--- config.mk ---
export PLATFORM = sky130hd
export DESIGN_NAME = ea_mode_decoder
export DESIGN_NICKNAME = d
export VERILOG_FILES = /design/src/rtl/ead_pkg.sv /design/src/rtl/ea_mode_classify.sv /design/src/rtl/ea_word_collector.sv /design/src/rtl/ea_value_build.sv /design/src/rtl/ea_mode_decoder.sv
export SDC_FILE = /design/constraint.sdc
export NUM_CORES = 1
export LEC_CHECK = 0
export BUFFER_PORTS_ARGS = -buffer_cell sky130_fd_sc_hd__buf_4
export CAP_MARGIN = 5
export CORE_MARGIN = 2
export CORE_UTILIZATION = 35
export CTS_CLUSTER_DIAMETER = 50
export DETAILED_ROUTE_END_ITERATION = 6
export PLACE_DENSITY_LB_ADDON = 0.05
export SLEW_MARGIN = 10
export SYNTH_ARGS = -nofsm -noshare
export SYNTH_HDL_FRONTEND = slang
export SYNTH_SLANG_ARGS = --single-unit
export TNS_END_PERCENT = 1
--- constraint.sdc ---
create_clock -name clk -period 3.9 [get_ports clk]
set_input_delay 0.39 -clock clk [delete_from_list [all_inputs] [get_ports clk]]
set_output_delay 0.39 -clock clk [all_outputs]
set_load 0.005 [all_outputs]
--- src/rtl/ead_pkg.sv ---
package ead_pkg;

    localparam int EXT_WORDS_MAX = 6;
    localparam int WCNT_W        = $clog2(EXT_WORDS_MAX + 1);
    localparam int WORD_W        = 16;
    localparam int DATA_W        = 2 * WORD_W;
    localparam int IMM_RES       = EXT_WORDS_MAX / 2;
    localparam int SIZE_W        = 4;

    typedef enum logic [3:0] {
        K_DIRECT  = 4'd0,
        K_IND     = 4'd1,
        K_POSTINC = 4'd2,
        K_PREDEC  = 4'd3,
        K_DISP16  = 4'd4,
        K_INDEXED = 4'd5,
        K_ABS16   = 4'd6,
        K_ABS32   = 4'd7,
        K_PCDISP  = 4'd8,
        K_PCINDEX = 4'd9,
        K_IMM     = 4'd10
    } ea_kind_e;

    typedef struct packed {
        ea_kind_e            kind;
        logic [3:0]          regnum;
        logic [WCNT_W-1:0]   nwords;
        logic                illegal;
    } ea_dec_t;

    function automatic logic imm_size_ok(input logic [SIZE_W-1:0] sz);
        return (sz == 4'd1) || (sz == 4'd2) || (sz == 4'd4) ||
               (sz == 4'd8) || (sz == 4'd12);
    endfunction

    function automatic logic [WCNT_W-1:0] imm_word_count(input logic [SIZE_W-1:0] sz);
        logic [SIZE_W:0] rounded;
        rounded = {1'b0, sz} + {{SIZE_W{1'b0}}, 1'b1};
        return WCNT_W'(rounded >> 1);
    endfunction

    function automatic logic [DATA_W-1:0] sext16(input logic [WORD_W-1:0] w);
        return {{(DATA_W-WORD_W){w[WORD_W-1]}}, w};
    endfunction

    function automatic logic [DATA_W-1:0] sext8(input logic [7:0] b);
        return {{(DATA_W-8){b[7]}}, b};
    endfunction

endpackage

--- src/rtl/ea_mode_classify.sv ---
module ea_mode_classify
    import ead_pkg::*;
(
    input  logic [5:0]        field,
    input  logic [SIZE_W-1:0] size,
    output ea_dec_t           dec
);
    always_comb begin
        dec.kind    = K_DIRECT;
        dec.regnum  = {1'b1, field[2:0]};
        dec.nwords  = '0;
        dec.illegal = 1'b0;
        case (field[5:3])
            3'd0, 3'd1: begin
                dec.kind   = K_DIRECT;
                dec.regnum = field[3:0];
            end
            3'd2: dec.kind = K_IND;
            3'd3: dec.kind = K_POSTINC;
            3'd4: dec.kind = K_PREDEC;
            3'd5: begin
                dec.kind   = K_DISP16;
                dec.nwords = WCNT_W'(1);
            end
            3'd6: dec.kind = K_INDEXED;
            default: begin
                dec.regnum = {1'b0, field[2:0]};
                case (field[2:0])
                    3'd0: begin
                        dec.kind   = K_ABS16;
                        dec.nwords = WCNT_W'(1);
                    end
                    3'd1: begin
                        dec.kind   = K_ABS32;
                        dec.nwords = WCNT_W'(2);
                    end
                    3'd2: begin
                        dec.kind   = K_PCDISP;
                        dec.nwords = WCNT_W'(1);
                    end
                    3'd3: dec.kind = K_PCINDEX;
                    3'd4: begin
                        dec.kind    = K_IMM;
                        dec.illegal = !imm_size_ok(size);
                        dec.nwords  = imm_size_ok(size) ? imm_word_count(size) : '0;
                    end
                    default: dec.illegal = 1'b1;
                endcase
            end
        endcase
    end
endmodule

--- src/rtl/ea_word_collector.sv ---
module ea_word_collector
    import ead_pkg::*;
(
    input  logic                              clk,
    input  logic                              rst,
    input  logic                              start,
    input  ea_dec_t                           dec_in,
    input  logic [SIZE_W-1:0]                 size_in,
    input  logic                              ext_vld,
    input  logic [WORD_W-1:0]                 ext_word,
    output logic                              busy,
    output logic                              ext_req,
    output logic                              dec_valid,
    output logic                              dec_err,
    output ea_dec_t                           dec_q,
    output logic [SIZE_W-1:0]                 size_q,
    output logic [EXT_WORDS_MAX*WORD_W-1:0]   words
);
    logic              busy_q;
    logic [WCNT_W-1:0] cnt_q;
    logic              take_start;
    logic              take_word;
    logic              last_word;

    assign take_start = start && !busy_q;
    assign take_word  = busy_q && ext_vld;
    assign last_word  = (cnt_q == (dec_q.nwords - WCNT_W'(1)));
    assign busy       = busy_q;
    assign ext_req    = busy_q;

    always_ff @(posedge clk) begin
        if (rst) begin
            busy_q    <= 1'b0;
            cnt_q     <= '0;
            dec_valid <= 1'b0;
            dec_err   <= 1'b0;
            dec_q     <= '0;
            size_q    <= '0;
        end else begin
            dec_valid <= 1'b0;
            dec_err   <= 1'b0;
            if (take_start) begin
                dec_q  <= dec_in;
                size_q <= size_in;
                cnt_q  <= '0;
                if (dec_in.illegal)
                    dec_err <= 1'b1;
                else if (dec_in.nwords == '0)
                    dec_valid <= 1'b1;
                else
                    busy_q <= 1'b1;
            end else if (take_word) begin
                cnt_q <= cnt_q + WCNT_W'(1);
                if (last_word) begin
                    busy_q    <= 1'b0;
                    dec_valid <= 1'b1;
                end
            end
        end
    end

    for (genvar g = 0; g < EXT_WORDS_MAX; g++) begin : g_slot
        always_ff @(posedge clk) begin
            if (rst || take_start)
                words[g*WORD_W +: WORD_W] <= '0;
            else if (take_word && (cnt_q == WCNT_W'(g)))
                words[g*WORD_W +: WORD_W] <= ext_word;
        end
    end

    AST_ERR_EXCLUSIVE: assert property (@(posedge clk) disable iff (rst)
        !(dec_valid && dec_err));
    AST_ERR_FROM_START: assert property (@(posedge clk) disable iff (rst)
        dec_err |-> $past(start && !busy_q));
    AST_CNT_BOUND: assert property (@(posedge clk) disable iff (rst)
        busy_q |-> (cnt_q < dec_q.nwords));
    AST_VALID_SOURCE: assert property (@(posedge clk) disable iff (rst)
        dec_valid |-> ($past(busy_q && ext_vld) || $past(start && !busy_q)));
    AST_DEC_HELD: assert property (@(posedge clk) disable iff (rst)
        busy_q |=> $stable(dec_q));
endmodule

--- src/rtl/ea_value_build.sv ---
module ea_value_build
    import ead_pkg::*;
(
    input  ea_kind_e                          kind,
    input  logic [SIZE_W-1:0]                 size,
    input  logic [EXT_WORDS_MAX*WORD_W-1:0]   words,
    output logic [DATA_W-1:0]                 addr_val,
    output logic [IMM_RES-1:0][DATA_W-1:0]    imm
);
    logic [WORD_W-1:0] w0;
    logic [WORD_W-1:0] w1;

    assign w0 = words[0 +: WORD_W];
    assign w1 = words[WORD_W +: WORD_W];

    always_comb begin
        case (kind)
            K_DISP16, K_ABS16, K_PCDISP: addr_val = sext16(w0);
            K_ABS32:                     addr_val = {w0, w1};
            default:                     addr_val = '0;
        endcase
    end

    for (genvar k = 0; k < IMM_RES; k++) begin : g_imm
        if (k == 0) begin : g_first
            always_comb begin
                if (kind != K_IMM)
                    imm[k] = '0;
                else if (size == 4'd1)
                    imm[k] = sext8(w0[7:0]);
                else if (size == 4'd2)
                    imm[k] = sext16(w0);
                else
                    imm[k] = {w0, w1};
            end
        end else begin : g_rest
            always_comb begin
                if (kind == K_IMM && int'(size) >= 4 * (k + 1))
                    imm[k] = {words[(2*k)*WORD_W +: WORD_W],
                              words[(2*k+1)*WORD_W +: WORD_W]};
                else
                    imm[k] = '0;
            end
        end
    end
endmodule

--- src/rtl/ea_mode_decoder.sv ---
module ea_mode_decoder
    import ead_pkg::*;
(
    input  logic                 clk,
    input  logic                 rst,
    input  logic                 start,
    input  logic [5:0]           ea_field,
    input  logic [SIZE_W-1:0]    op_size,
    output logic                 ext_req,
    input  logic                 ext_vld,
    input  logic [WORD_W-1:0]    ext_word,
    output logic                 busy,
    output logic                 dec_valid,
    output logic                 dec_err,
    output logic                 hand_index,
    output logic [3:0]           kind_o,
    output logic [3:0]           reg_num,
    output logic [WCNT_W-1:0]    ext_words,
    output logic [WCNT_W:0]      advance,
    output logic [DATA_W-1:0]    addr_val,
    output logic [DATA_W-1:0]    imm0,
    output logic [DATA_W-1:0]    imm1,
    output logic [DATA_W-1:0]    imm2
);
    ea_dec_t                            dec_c;
    ea_dec_t                            dec_q;
    logic [SIZE_W-1:0]                  size_q;
    logic [EXT_WORDS_MAX*WORD_W-1:0]    words;
    logic [IMM_RES-1:0][DATA_W-1:0]     imm;

    ea_mode_classify u_cls (
        .field (ea_field),
        .size  (op_size),
        .dec   (dec_c)
    );

    ea_word_collector u_col (
        .clk       (clk),
        .rst       (rst),
        .start     (start),
        .dec_in    (dec_c),
        .size_in   (op_size),
        .ext_vld   (ext_vld),
        .ext_word  (ext_word),
        .busy      (busy),
        .ext_req   (ext_req),
        .dec_valid (dec_valid),
        .dec_err   (dec_err),
        .dec_q     (dec_q),
        .size_q    (size_q),
        .words     (words)
    );

    ea_value_build u_val (
        .kind     (dec_q.kind),
        .size     (size_q),
        .words    (words),
        .addr_val (addr_val),
        .imm      (imm)
    );

    assign kind_o     = dec_q.kind;
    assign reg_num    = dec_q.regnum;
    assign ext_words  = dec_q.nwords;
    assign advance    = {dec_q.nwords, 1'b0};
    assign hand_index = dec_valid &&
                        (dec_q.kind == K_INDEXED || dec_q.kind == K_PCINDEX);
    assign imm0       = imm[0];
    assign imm1       = imm[1];
    assign imm2       = imm[2];

    AST_HANDOFF_NO_WORDS: assert property (@(posedge clk) disable iff (rst)
        hand_index |-> (ext_words == '0));
    AST_REQ_NOT_DONE: assert property (@(posedge clk) disable iff (rst)
        ext_req |-> !dec_valid);
endmodule

==> out/metrics.yaml <==
sta:
  finalClockSkew_ps: 9.43
  min_period_ps: 2980
  final.setup.worst_slack_ps: 925
  rsz0062_at_grt: "no"
  setup_viol: 0
  final_max_slew_viol_count: 0
  fmax_mhz: 336
  worstMarginPinSlew_ps: 1170
  fin_setup_tns_ps: 0
  hold_viol: 0
  max_slew_margin_pct: 21.9
  min_period_over_period_pct: 76.3
finish:
  n_antenna_cell: 0
  fillers: 1686
  syn2layout_area_growth_pct: 34.0
  fin_nets: 959
  drive_above_1_share_pct: 24.5
critical_path:
  crit_slowest_cell: "o21bai_2"
  r2r_cells: 5
  path_depth: 6
  worstSetupPathType: "reg -> out"
  r2r_start: "u_col.busy$_SDFFE_PP0P_"
  rr_endpoint: "u_col.words[26]$_SDFFE_PP0P_"
  crit_arrival_ps: 2590
  path_max_fanout: 16
  max_stage_delay_ps: 490
  startpoint_type: "flop"
  crit_family: "simple AND/OR/NAND/NOR gates"
  critPathCaptureType: "primary output"
  critPathBufInv: 1
  reg2reg_slack_ps: 1910
  crit_chain: "and2b_1, nand3b_1, o21bai_2, nor2_4, o21a_1, buf_4"
  worstPathRequired_ps: 3510
floorplan:
  start_util_pct: 35.4
  die_area_um2: 17700
  rows: 47
  ios: 178
  dieWidth_um: 133
  core_um2: 16500
  die_h_um: 133
clock_network:
  clkTransAtPathRegs_ps: 50
  h-tree-depth: 4
  cts_sinks: 117
  cts_root_buf: "clkbuf_16"
  clk_latency_ps: 420
  cts_tree: "built"
  holdBufCountCts: 0
  post_cts_buffers: 0
  clockBufferDepth: 2
  cts_resized: 0
  cts_made_buffers: 17
routing:
  wl_um: 19700
  ant_nets: 0
  wl_per_cell_um: 17.1
  drt_first_iter_violations: 302
  firstDrtPassIters: 4
  viasPerCell: 5.08
  drc: 0
  vias: 5847
worst_hold_path:
  worstHoldEndpoint: "u_col.dec_valid$_SDFF_PP0_"
  min_from: "rst"
  hold_class: "in -> reg"
  whs_path_depth: 2
power_and_ir_drop:
  power_frac_comb_pct: 6.1
  p_leak_uw: 0.00327
  p_sw_share_pct: 22.2
  power_density_nw_per_um2: 408
  seq_power_share_pct: 38.2
  ir_drop_uv: 313
  internal-power_uw: 2480
  p_switching_uw: 711
  clkPwrFrac_pct: 55.6
synth:
  ys_warn_count: 0
  syn-instance-count: 781
  synthTopCellsByCount: "271 x nand2_1, 117 x dfxtp_1, 113 x a21oi_1"
  synth_cell_types: 49
  synth_most_common_cell: "nand2_1"
  async_reset_ff_share_pct: 0
  synth_edf_count: 0
  ys_seq_elements: 117
  synth_area_leaders: "dfxtp_1 40%, nand2_1 17%, a21oi_1 9.7%"
  ys.flop_type: "dfxtp_1"
  syn_nets: 821
  synth_top_area_cell: "dfxtp_1"
  postSynthAreaPerCell_um2: 7.47
  yosysSeqAreaShare_pct: 40.1
  syn-cell-area_um2: 5840
  synth_top_area_share_pct: 40.1
grt:
  grt_max_degree: 103
  track_usage_pct: 22.1
  grt_pass1_wl_um: 30200
  overflow: 0
  antenna_found_initial: 0
  first_global_vias: 5421
outcome:
  status: "finished clean"
placement:
  io_buffer_count: 176
  place.gp.congestion: 0.800
  post-place-ws_ps: 1340
  dp_hpwl_um: 13600
job:
  maxCapViolations: 0
## cells in the final DEF (no fill, tap or decap), types with 3 or more instances in the layout
cell       netlist  routed
clkbuf_16        0      17
nand3_1          6       6
clkbuf_8         0       5
nor2b_1          4       4
nor2_2           3       3
nor2_1          12      12
dfxtp_1        117     117
inv_1            9       9
o21ai_0         13      13
mux2i_1          3       3
nand2b_1         4       3
o21a_1          17      17
nand4_1          3       3
nor3_1           3       3
and2_1          34      34
buf_4           11     177
a31oi_1          7       7
nor2_4           3       3
nor3_4           4       4
a21oi_1        113     113
a22o_1          21      21
xor2_1           4       4
and3_1          35      35
clkinv_2         0       4
nand2_1        271     271
ha_1            10      10
bufinv_16        0       5
nand3b_1         4       4
## logic make-up (layout without fill, tap and decap cells)
group	Yosys count	after routing	synth area share (%)
simple gates	393	393	31.3
compound gates	183	183	19.2
flops	117	117	40.1
buf+inv	68	219	5.74
fa+ha+maj	10	10	2.14
xor+xnor	6	6	0.900
mux	3	3	0.514
other cells	1	1	0.0642
## power by group through the flow
stage / clock [uW] / combinational, uW / sequential [uW]
2_1_floorplan: 0 / 106 / 1240
3_3_place_gp: 0 / 193 / 1250
3_5_place_dp: 0 / 196 / 1250
4_1_cts: 1800 / 197 / 1220
5_1_grt: 1850 / 213 / 1220
6_report: 1780 / 196 / 1220
## how the worst max path moves through the flow
stage	startpoint	endpoint	slack (ps)
2_1_floorplan	u_col.dec_q[10]$_SDFFE_PP0P_	imm0[21]	2190
3_3_place_gp	u_col.dec_q[10]$_SDFFE_PP0P_	imm2[12]	1400
3_5_place_dp	u_col.dec_q[10]$_SDFFE_PP0P_	imm2[13]	1340
4_1_cts	u_col.dec_q[10]$_SDFFE_PP0P_	imm2[13]	880
5_1_grt	u_col.dec_q[10]$_SDFFE_PP0P_	imm2[12]	780
6_report	u_col.dec_q[10]$_SDFFE_PP0P_	imm0[20]	920
## cell type report
class / instances / area [um^2] / share of cell area [%]
clock buffer: 23 / 498 / 6.37
sequential: 117 / 2340 / 30.0
inverter: 10 / 37.5 / 0.480
tap: 220 / 275 / 3.52
clock inverter: 9 / 170 / 2.18
timing repair buffer: 177 / 1330 / 17.0
multi-input combinational: 596 / 3170 / 40.5
## metal layers
layer  global-route usage (%)  vias to the layer above  share of wire (%)
li1                         -                     2882                  -
met1                     28.7                     2764                 46
met2                     36.3                      181                 47
met3                     5.59                       20                6.1
met4                     6.62                        0                1.5
met5                        0                        -                  0
## metrics by stage
step	hold slack, ps	utilization [%]	cells	cell area, um^2	total power (uW)
after detailed placement	442	43.4	1120	7150	1440
after floorplan	432	-	781	5840	1350
after global placement	438	43.4	1120	7150	1440
final	212	47.5	1152	7820	3190
after global routing	204	47.5	1152	7820	3290
after CTS	192	47.5	1152	7820	3210
## state kept, by name, summed over array words and instances, names as in the netlist
| name | flops |
|---|---|
| u_col.busy | 1 |
| u_col.cnt_q | 3 |
| u_col.dec_q | 11 |
| u_col.dec_valid | 1 |
| u_col.words | 96 |
| u_col.dec_err | 1 |
| u_col.size_q | 4 |
Note: power is estimated with default switching activity, not from simulation.
